<file path="src/rtl/ctx_sr_pkg.sv">
package ctx_sr_pkg;
   // context word layout
   localparam int CTX_V  = 31;
   localparam int CTX_H  = 30;
   // descriptor word 0
   localparam int D0_VALID = 31;
   localparam int D0_HWOWN = 24;
   // descriptor word 1
   localparam int D1_CO      = 18;
   localparam int D1_PRIV_HI = 17;
   localparam int D1_PRIV_LO = 16;
   localparam int D1_TVALID  = 15;
   localparam int TID_W      = 15;
   // privilege code written on checkout: 0 OS, 1 pool, 2 hard
   localparam logic [1:0] PRIV_OS = 2'd0;

   typedef enum logic [2:0] {
      ST_IDLE, ST_RD0, ST_RD1, ST_RD2, ST_WR2, ST_WR1
   } sr_state_e;

   typedef struct packed {
      logic [7:0] cppr;
      logic [7:0] ipb;
      logic [7:0] lsmfb;
   } tregs_t;
endpackage

</file>
<file path="src/rtl/ctx_sr_ctxword.sv">
module ctx_sr_ctxword
   import ctx_sr_pkg::*;
(
   input  logic        clk,
   input  logic        rst_n,
   input  logic        push_i,
   input  logic        pull_i,
   input  logic        busy_i,
   input  logic [31:0] wdata_i,
   output logic        h_next_o,
   output logic [31:0] word_o,
   output logic [31:0] rdata_o
);
   logic [31:0] word_q;
   logic [31:0] rd_q;

   // H is frozen while the stored context is valid
   assign h_next_o = word_q[CTX_V] ? word_q[CTX_H] : wdata_i[CTX_H];

   always_ff @(posedge clk or negedge rst_n) begin
      if (!rst_n) begin
         word_q <= '0;
         rd_q   <= '0;
      end else if (push_i) begin
         word_q <= {wdata_i[CTX_V], h_next_o, wdata_i[29:0]};
      end else if (pull_i) begin
         rd_q          <= word_q;
         word_q[CTX_V] <= 1'b0;
      end
   end

   assign word_o  = word_q;
   assign rdata_o = rd_q;

   p_h_lock_r2: assert property (@(posedge clk) disable iff (!rst_n)
      (word_q[CTX_V] && $past(word_q[CTX_V])) |-> (word_q[CTX_H] == $past(word_q[CTX_H])))
      else $error("H changed while V held");

   p_hold_busy_r10: assert property (@(posedge clk) disable iff (!rst_n)
      busy_i |=> $stable(word_q))
      else $error("context word changed while busy");
endmodule

</file>
<file path="src/rtl/ctx_sr_tregs.sv">
module ctx_sr_tregs
   import ctx_sr_pkg::*;
#(
   parameter int NPRIO   = 8,
   parameter bit IRQ_REG = 1'b0
) (
   input  logic       clk,
   input  logic       rst_n,
   input  logic       wr_i,
   input  tregs_t     wr_val_i,
   input  logic       load_i,
   input  logic [7:0] load_cppr_i,
   input  logic [7:0] load_ipb_i,
   output tregs_t     tregs_o,
   output logic       irq_o
);
   localparam int PW = $clog2(NPRIO) + 1;

   tregs_t        tregs_q;
   logic [PW-1:0] best;
   logic          irq_raw;

   initial assert (NPRIO == 8) else $error("pending field is 8 bits wide");

   always_ff @(posedge clk or negedge rst_n) begin
      if (!rst_n) begin
         tregs_q <= '0;
      end else if (load_i) begin
         tregs_q.cppr <= load_cppr_i;
         tregs_q.ipb  <= tregs_q.ipb | load_ipb_i;
      end else if (wr_i) begin
         tregs_q <= wr_val_i;
      end
   end

   // most urgent pending priority = lowest set index
   always_comb begin
      best = PW'(NPRIO);
      for (int p = NPRIO - 1; p >= 0; p--) begin
         if (tregs_q.ipb[p]) best = PW'(p);
      end
   end

   assign irq_raw = (tregs_q.ipb != '0) && ({{(8 - PW){1'b0}}, best} < tregs_q.cppr);

   generate
      if (IRQ_REG) begin : g_irq_ff
         logic irq_q;
         always_ff @(posedge clk or negedge rst_n) begin
            if (!rst_n) irq_q <= 1'b0;
            else        irq_q <= irq_raw;
         end
         assign irq_o = irq_q;
      end else begin : g_irq_comb
         assign irq_o = irq_raw;
      end
   endgenerate

   assign tregs_o = tregs_q;

   p_irq_quiet_r9: assert property (@(posedge clk) disable iff (!rst_n)
      (tregs_q.ipb == '0) |-> !irq_raw)
      else $error("irq without pending bits");

   p_load_r7: assert property (@(posedge clk) disable iff (!rst_n)
      load_i |=> (tregs_q.cppr == $past(load_cppr_i)) &&
                 ((tregs_q.ipb & $past(load_ipb_i)) == $past(load_ipb_i)))
      else $error("restore load not applied");
endmodule

</file>
<file path="src/rtl/ctx_sr_seq.sv">
module ctx_sr_seq
   import ctx_sr_pkg::*;
#(
   parameter int ID_W   = 8,
   parameter int WIDX_W = 3
) (
   input  logic                   clk,
   input  logic                   rst_n,
   input  logic                   start_i,
   input  logic                   save_i,
   input  logic [ID_W-1:0]        id_i,
   input  logic [TID_W-1:0]       tid_i,
   input  tregs_t                 live_i,
   output logic                   busy_o,
   output logic                   err_o,
   output logic                   load_o,
   output logic [7:0]             load_cppr_o,
   output logic [7:0]             load_ipb_o,
   output logic                   mem_req_o,
   output logic                   mem_we_o,
   output logic [ID_W+WIDX_W-1:0] mem_addr_o,
   output logic [31:0]            mem_wdata_o,
   input  logic                   mem_ack_i,
   input  logic [31:0]            mem_rdata_i
);
   sr_state_e          state;
   logic               save_q;
   logic [ID_W-1:0]    id_q;
   logic [TID_W-1:0]   tid_q;
   logic [31:0]        w1_q, w2_q;
   logic               err_q, load_q;
   logic [WIDX_W-1:0]  widx;
   logic               d0_ok, d1_bad;

   initial assert (WIDX_W >= 2) else $error("descriptor needs at least 3 words");

   assign d0_ok  = mem_rdata_i[D0_VALID] && mem_rdata_i[D0_HWOWN];
   assign d1_bad = !mem_rdata_i[D1_CO] ||
                   (mem_rdata_i[D1_TVALID] && (mem_rdata_i[TID_W-1:0] != tid_q));

   always_ff @(posedge clk or negedge rst_n) begin
      if (!rst_n) begin
         state  <= ST_IDLE;
         save_q <= 1'b0;
         id_q   <= '0;
         tid_q  <= '0;
         w1_q   <= '0;
         w2_q   <= '0;
         err_q  <= 1'b0;
         load_q <= 1'b0;
      end else begin
         err_q  <= 1'b0;
         load_q <= 1'b0;
         unique case (state)
            ST_IDLE: if (start_i) begin
               state  <= ST_RD0;
               save_q <= save_i;
               id_q   <= id_i;
               tid_q  <= tid_i;
            end
            ST_RD0: if (mem_ack_i) begin
               if (d0_ok) state <= ST_RD1;
               else begin
                  err_q <= 1'b1;
                  state <= ST_IDLE;
               end
            end
            ST_RD1: if (mem_ack_i) begin
               w1_q <= mem_rdata_i;
               if (save_q && d1_bad) begin
                  err_q <= 1'b1;
                  state <= ST_IDLE;
               end else begin
                  state <= ST_RD2;
               end
            end
            ST_RD2: if (mem_ack_i) begin
               w2_q  <= mem_rdata_i;
               state <= ST_WR2;
            end
            ST_WR2: if (mem_ack_i) begin
               load_q <= !save_q;
               state  <= ST_WR1;
            end
            ST_WR1: if (mem_ack_i) state <= ST_IDLE;
            default: state <= ST_IDLE;
         endcase
      end
   end

   always_comb begin
      unique case (state)
         ST_RD1, ST_WR1: widx = WIDX_W'(1);
         ST_RD2, ST_WR2: widx = WIDX_W'(2);
         default:        widx = '0;
      endcase
   end

   always_comb begin
      mem_wdata_o = '0;
      if (state == ST_WR2) begin
         if (save_q) mem_wdata_o = {live_i.cppr, live_i.ipb, live_i.lsmfb, w2_q[7:0]};
         else        mem_wdata_o = {16'h0000, w2_q[15:0]};
      end else if (state == ST_WR1) begin
         mem_wdata_o = w1_q;
         if (save_q) begin
            mem_wdata_o[D1_CO]       = 1'b0;
            mem_wdata_o[TID_W-1:0]   = '1;
         end else begin
            mem_wdata_o[D1_CO]       = 1'b1;
            mem_wdata_o[D1_PRIV_HI:D1_PRIV_LO] = PRIV_OS;
            mem_wdata_o[D1_TVALID]   = 1'b1;
            mem_wdata_o[TID_W-1:0]   = tid_q;
         end
      end
   end

   assign busy_o      = (state != ST_IDLE);
   assign mem_req_o   = busy_o;
   assign mem_we_o    = (state == ST_WR2) || (state == ST_WR1);
   assign mem_addr_o  = {id_q, widx};
   assign err_o       = err_q;
   assign load_o      = load_q;
   assign load_cppr_o = w2_q[31:24];
   assign load_ipb_o  = w2_q[23:16];

   p_req_hold_r12: assert property (@(posedge clk) disable iff (!rst_n)
      (mem_req_o && !mem_ack_i) |=> (mem_req_o && $stable(mem_addr_o) &&
                                    $stable(mem_we_o) && $stable(mem_wdata_o)))
      else $error("request dropped or changed before ack");

   p_w1_after_w2_r6: assert property (@(posedge clk) disable iff (!rst_n)
      ((state == ST_WR1) && ($past(state) != ST_WR1)) |-> ($past(state) == ST_WR2))
      else $error("word1 written without word2 first");

   p_err_pulse_r4: assert property (@(posedge clk) disable iff (!rst_n)
      err_o |-> !busy_o ##1 !err_o)
      else $error("err not a single idle pulse");

   p_idle_quiet_r10: assert property (@(posedge clk) disable iff (!rst_n)
      !busy_o |-> !mem_req_o)
      else $error("memory request while idle");
endmodule

</file>
<file path="src/rtl/ctx_sr_engine.sv">
module ctx_sr_engine
   import ctx_sr_pkg::*;
#(
   parameter int ID_W    = 8,
   parameter int WIDX_W  = 3,
   parameter bit IRQ_REG = 1'b0
) (
   input  logic                   clk,
   input  logic                   rst_n,
   input  logic                   sr_enable,
   input  logic [TID_W-1:0]       thread_id,
   input  logic                   ctx_wr_en,
   input  logic [31:0]            ctx_wr_data,
   input  logic                   ctx_rd_en,
   output logic [31:0]            ctx_rd_data,
   output logic [31:0]            ctx_word,
   input  logic                   tr_wr_en,
   input  logic [7:0]             tr_wr_cppr,
   input  logic [7:0]             tr_wr_ipb,
   input  logic [7:0]             tr_wr_lsmfb,
   output logic [7:0]             cppr,
   output logic [7:0]             ipb,
   output logic [7:0]             lsmfb,
   output logic                   irq,
   output logic                   busy,
   output logic                   err,
   output logic                   mem_req,
   output logic                   mem_we,
   output logic [ID_W+WIDX_W-1:0] mem_addr,
   output logic [31:0]            mem_wdata,
   input  logic                   mem_ack,
   input  logic [31:0]            mem_rdata
);
   localparam int AW = ID_W + WIDX_W;

   initial assert (ID_W >= 1 && ID_W <= 28) else $error("ID_W out of range");

   logic        push_acc, pull_acc, h_next;
   logic        start_restore, start_save;
   logic [ID_W-1:0] start_id;
   logic        load;
   logic [7:0]  load_cppr, load_ipb;
   tregs_t      tregs, tr_wval;
   logic [AW-1:0] addr_w;

   // push wins over a pull in the same cycle
   assign push_acc = ctx_wr_en && !busy;
   assign pull_acc = ctx_rd_en && !ctx_wr_en && !busy;

   assign start_restore = push_acc && ctx_wr_data[CTX_V] && h_next && sr_enable;
   assign start_save    = pull_acc && ctx_word[CTX_V] && ctx_word[CTX_H] && sr_enable;
   assign start_id      = push_acc ? ctx_wr_data[ID_W-1:0] : ctx_word[ID_W-1:0];
   assign tr_wval       = '{cppr: tr_wr_cppr, ipb: tr_wr_ipb, lsmfb: tr_wr_lsmfb};

   ctx_sr_ctxword u_word (
      .clk      (clk),
      .rst_n    (rst_n),
      .push_i   (push_acc),
      .pull_i   (pull_acc),
      .busy_i   (busy),
      .wdata_i  (ctx_wr_data),
      .h_next_o (h_next),
      .word_o   (ctx_word),
      .rdata_o  (ctx_rd_data)
   );

   ctx_sr_tregs #(.NPRIO(8), .IRQ_REG(IRQ_REG)) u_tregs (
      .clk         (clk),
      .rst_n       (rst_n),
      .wr_i        (tr_wr_en && !busy),
      .wr_val_i    (tr_wval),
      .load_i      (load),
      .load_cppr_i (load_cppr),
      .load_ipb_i  (load_ipb),
      .tregs_o     (tregs),
      .irq_o       (irq)
   );

   ctx_sr_seq #(.ID_W(ID_W), .WIDX_W(WIDX_W)) u_seq (
      .clk         (clk),
      .rst_n       (rst_n),
      .start_i     (start_restore || start_save),
      .save_i      (start_save),
      .id_i        (start_id),
      .tid_i       (thread_id),
      .live_i      (tregs),
      .busy_o      (busy),
      .err_o       (err),
      .load_o      (load),
      .load_cppr_o (load_cppr),
      .load_ipb_o  (load_ipb),
      .mem_req_o   (mem_req),
      .mem_we_o    (mem_we),
      .mem_addr_o  (addr_w),
      .mem_wdata_o (mem_wdata),
      .mem_ack_i   (mem_ack),
      .mem_rdata_i (mem_rdata)
   );

   assign mem_addr = addr_w;
   assign cppr     = tregs.cppr;
   assign ipb      = tregs.ipb;
   assign lsmfb    = tregs.lsmfb;

   p_ack_only_on_req_r12: assert property (@(posedge clk) disable iff (!rst_n)
      mem_ack |-> mem_req)
      else $error("ack without request");
endmodule

</file>
<file path="config.mk">
export PLATFORM = sky130hd
export DESIGN_NAME = ctx_sr_engine
export DESIGN_NICKNAME = d
export VERILOG_FILES = /design/src/rtl/ctx_sr_pkg.sv /design/src/rtl/ctx_sr_ctxword.sv /design/src/rtl/ctx_sr_tregs.sv /design/src/rtl/ctx_sr_seq.sv /design/src/rtl/ctx_sr_engine.sv
export SDC_FILE = /design/constraint.sdc
export NUM_CORES = 1
export LEC_CHECK = 0
export BUFFER_PORTS_ARGS = -buffer_cell sky130_fd_sc_hd__buf_2
export CORE_MARGIN = 3
export CORE_UTILIZATION = 45
export DETAILED_ROUTE_END_ITERATION = 6
export GPL_TIMING_DRIVEN = 0
export PLACE_DENSITY_LB_ADDON = 0.08
export SLEW_MARGIN = 15
export SYNTH_ARGS = -nofsm -noshare
export SYNTH_HDL_FRONTEND = slang
export SYNTH_SLANG_ARGS = --single-unit
</file>
<file path="constraint.sdc">
create_clock -name clk -period 2.6 [get_ports clk]
set_clock_uncertainty 0.15 [all_clocks]
set_input_delay 0.52 -clock clk [delete_from_list [all_inputs] [get_ports clk]]
set_output_delay 0.52 -clock clk [all_outputs]
set_load 0.01 [all_outputs]
</file>
==> key figures <==
GRT
  • Initial antenna violation count: 0
  • Total Routing Usage GR: 0.219
  • First-pass GRT wire length: just over 30,000 um
  • Total gr overflow: 0
  • Largest net degree at the start of global routing: 91
  • Vias in the first global route: between 5k and 6k

Die
  • Die ar.: roughly 18,000 um2
  • Starting density of the core: 0.462
  • Die X: roughly 130 um
  • Num ports: about 250
  • Core area: approximately 16,000 um2
  • Die H: ~130 um
  • Site Rows: between 40 and 50

Finish
  • Fraction of layout cells with a size suffix above 1: 0.535
  • N_diodes: 0
  • Synth-to-layout area growth: 30.2%
  • Finished Cell Area: 9580 um2
  • Post-Layout Cell Count: between 1k and 1.5k
  • Nets: about 970

Run status
  • Failing checks: setup timing
  • Status: finished, violations left

Placed design
  • I/O Buffers: 244
  • Placed cell count: roughly 1.0k
  • Worst slack, placed: -0.124 ns
  • Placed inst area: approximately 8900 um2
  • DP HPWL: between 10,000 and 15,000 um
  • RD Place Congestion: about 0.78

Power and ir drop
  • Leakage Power: roughly 4.6 nW
  • Worst vdd ir: 0.610 mV
  • Pwr/cell area: between 1000 and 1500 nW/um2
  • Pwr Total: around 0.012 W

Timing
  • Final worst setup slack: -0.419 ns
  • Fin. Hold Viols: 0
  • RSZ-0062 raised after global routing: true
  • Tmin final: 3.02 ns
  • Slew of the pin with the lowest slew margin: 0.663 ns
  • Final slew viol count: 0
  • Setup Viol. Count Final: 1
  • Tcrit/Tclk final: 1.16
  • Slew margin rel.: 0.556
  • F_max: roughly 330 MHz

Clocking
  • CTS max path bufs: 2
  • Worst-skew pair later-pin latency: between 0.4 and 0.5 ns
  • Clk sink count: roughly 170
  • Root Driver: clkbuf_16
  • CTS tree: built
  • H-tree depth: 4
  • Clk slew on worst S/H paths: 0.06 ns
  • CTS Buf Count: 17

Drt
  • Initial DRC count: about 160
  • WL per Instance: roughly 18 um
  • Wire length on met3: roughly 1600 um
  • Vias: 5,562
  • M1 WL: 7750 um
  • Met2 WL: 9610 um
  • Top Layer Used: met4
  • Vias per cell: 5.12
  • Post-route ant nets: 0
  • DRC errors left: 0
  • Total wire length: a little under 20,000 um
  • First-pass DRT Iterations: 4

Synth
  • Fraction of registers with async set or reset after synthesis: 1.00
  • Yosys warns: 0
  • Post-Synthesis Cell Area: 7360 um2
  • Synth top area share: 0.561
  • EDFF count, synth: 0
  • Count leader, synth: dfrtp_1
  • Post-Synthesis Cells: about 600
  • Most common flop cell mapped by yosys: dfrtp_1
  • Seq cells post-synth: ~170
  • Top post-synthesis cells by count: 165 x dfrtp_1, 128 x mux2_2, 43 x nand2_1
  • Syn_nets: approximately 700
  • Largest area contributor in the netlist: dfrtp_1
  • Avg Inst Size Synth: between 10 and 15 um2
  • Synth area leaders: dfrtp_1 56%, mux2_2 20%, nand2_1 2.2%
  • Synth unique cells: 44
  • Seq/Total Area, Yosys: 0.561

Worst setup path
  • Critical Path RT: around 1.9 ns
  • Critical-path maximum fanout: 3
  • WP data arrival: between 2 and 2.5 ns
  • Setup crit start kind: register
  • CP Capture Type: output port
  • CP Class: register to output port

Flow run
  • Max_cap viols: 0

Hold path
  • Hold/Removal Path Class: primary input to register
==> registers in the layout, summed over array words and instances, names as in the netlist <==
signal,count
u_seq.w2_q,32
u_word.rdata_o,32
u_word.word_o,32
u_tregs.tregs_o,24
u_seq.w1_q,16
u_seq.tid_q,15
u_seq.id_q,8
u_seq.state,3
u_seq.err_o,1
u_seq.load_o,1
u_seq.save_q,1
==> metal layers <==
| layer | GRT usage | up-vias |
|---|---|---|
| li1 | - | 2615 |
| met1 | 0.265 | 2730 |
| met2 | 0.373 | 190 |
| met3 | 0.0758 | 27 |
| met4 | 0.0651 | 0 |
| met5 | 0 | - |
==> power by group <==
part,leakage [nW],internal (W),switching [W]
registers,1.99,0.00385,0.000867
logic,2.38,0.00258,0.00254
clock network,0.265,0.00135,0.00104
==> worst paths after layout <==
path	from	end	slack (ns)	cells past startpoint
setup / recovery	u_tregs.tregs_o[11]	irq	-0.42	8
hold / removal	tr_wr_lsmfb[3]	u_tregs.tregs_o[3]	0.14	3
setup reg to reg	u_seq.state[0]	u_seq.w1_q[21]	0.39	5
hold reg to reg	u_seq.w2_q[28]	u_tregs.tregs_o[20]	0.33	2
max in group asynchronous	rst_n	u_seq.state[0]	0.88	3
min in group asynchronous	rst_n	u_seq.w1_q[23]	0.53	2
==> timing repair <==
action                     4_1_cts  5_1_grt
cloned                           1        0
resized for setup               28       14
setup endpoints to repair       33       27
hold endpoints to repair        75        0
pin swaps                        3        2
buffers inserted                 3        1
hold buffers                     1        0
==> worst max-delay path: stages (launching register included) <==
cell and delay (ns):
dfrtp_2 0.42, or4_4 0.55, a21oi_2 0.12, ha_1 0.23
o21a_1 0.10, o21ai_1 0.11, nor2_1 0.05, a21oi_1 0.17
buf_2 0.17
==> layout by cell type, fill, tap and decap left out, drive strengths merged, types with 2 or more instances in the layout <==
master / n
a211oi: 16
a21oi: 24
mux2i: 8
nor2b: 9
xnor2: 15
nor3b: 2
nor2: 31
clkinvlp: 5
o22a: 8
nand2b: 2
inv: 22
mux2: 135
nand3: 4
a22o: 14
and2: 3
clkbuf: 27
o21ai: 25
nand4: 4
ha: 3
nor3: 4
buf: 278
o22ai: 3
nand2: 43
dfrtp: 165
clkinv: 5
or4: 2
==> stage by stage <==
step / utilization / hold WS (ns) / TNS [ns]
3_5_place_dp: 0.558 / 0.315 / -0.124
4_1_cts: 0.599 / 0.115 / -0.422
5_1_grt: 0.601 / 0.134 / -0.488
6_report: 0.601 / 0.136 / -0.419
2_1_floorplan: - / 0.0744 / 0
3_3_place_gp: 0.555 / 0.309 / -263.67
==> cells by family after synthesis <==
family	after synthesis	synth area share
flip-flops	165	0.561
multiplexers	143	0.220
AND/OR/NAND/NOR	108	0.0697
AO/OA/AOI/OAI	97	0.0860
buffers and inverters	56	0.0399
XOR/XNOR	15	0.0178
adder cells (fa/ha/maj)	3	0.00510
other	1	0.000509
==> final cells by class <==
cell class,instances,area (um2)
plain buffers,37,260
repair buffers,251,1310
well taps,216,270
clock buffers,18,439
flip-flops and latches,165,4130
clock inverters,14,126
multi-input cells,367,2970
inverters,19,73.8
fillers,1397,6360
(Power assumes the default switching activity.)
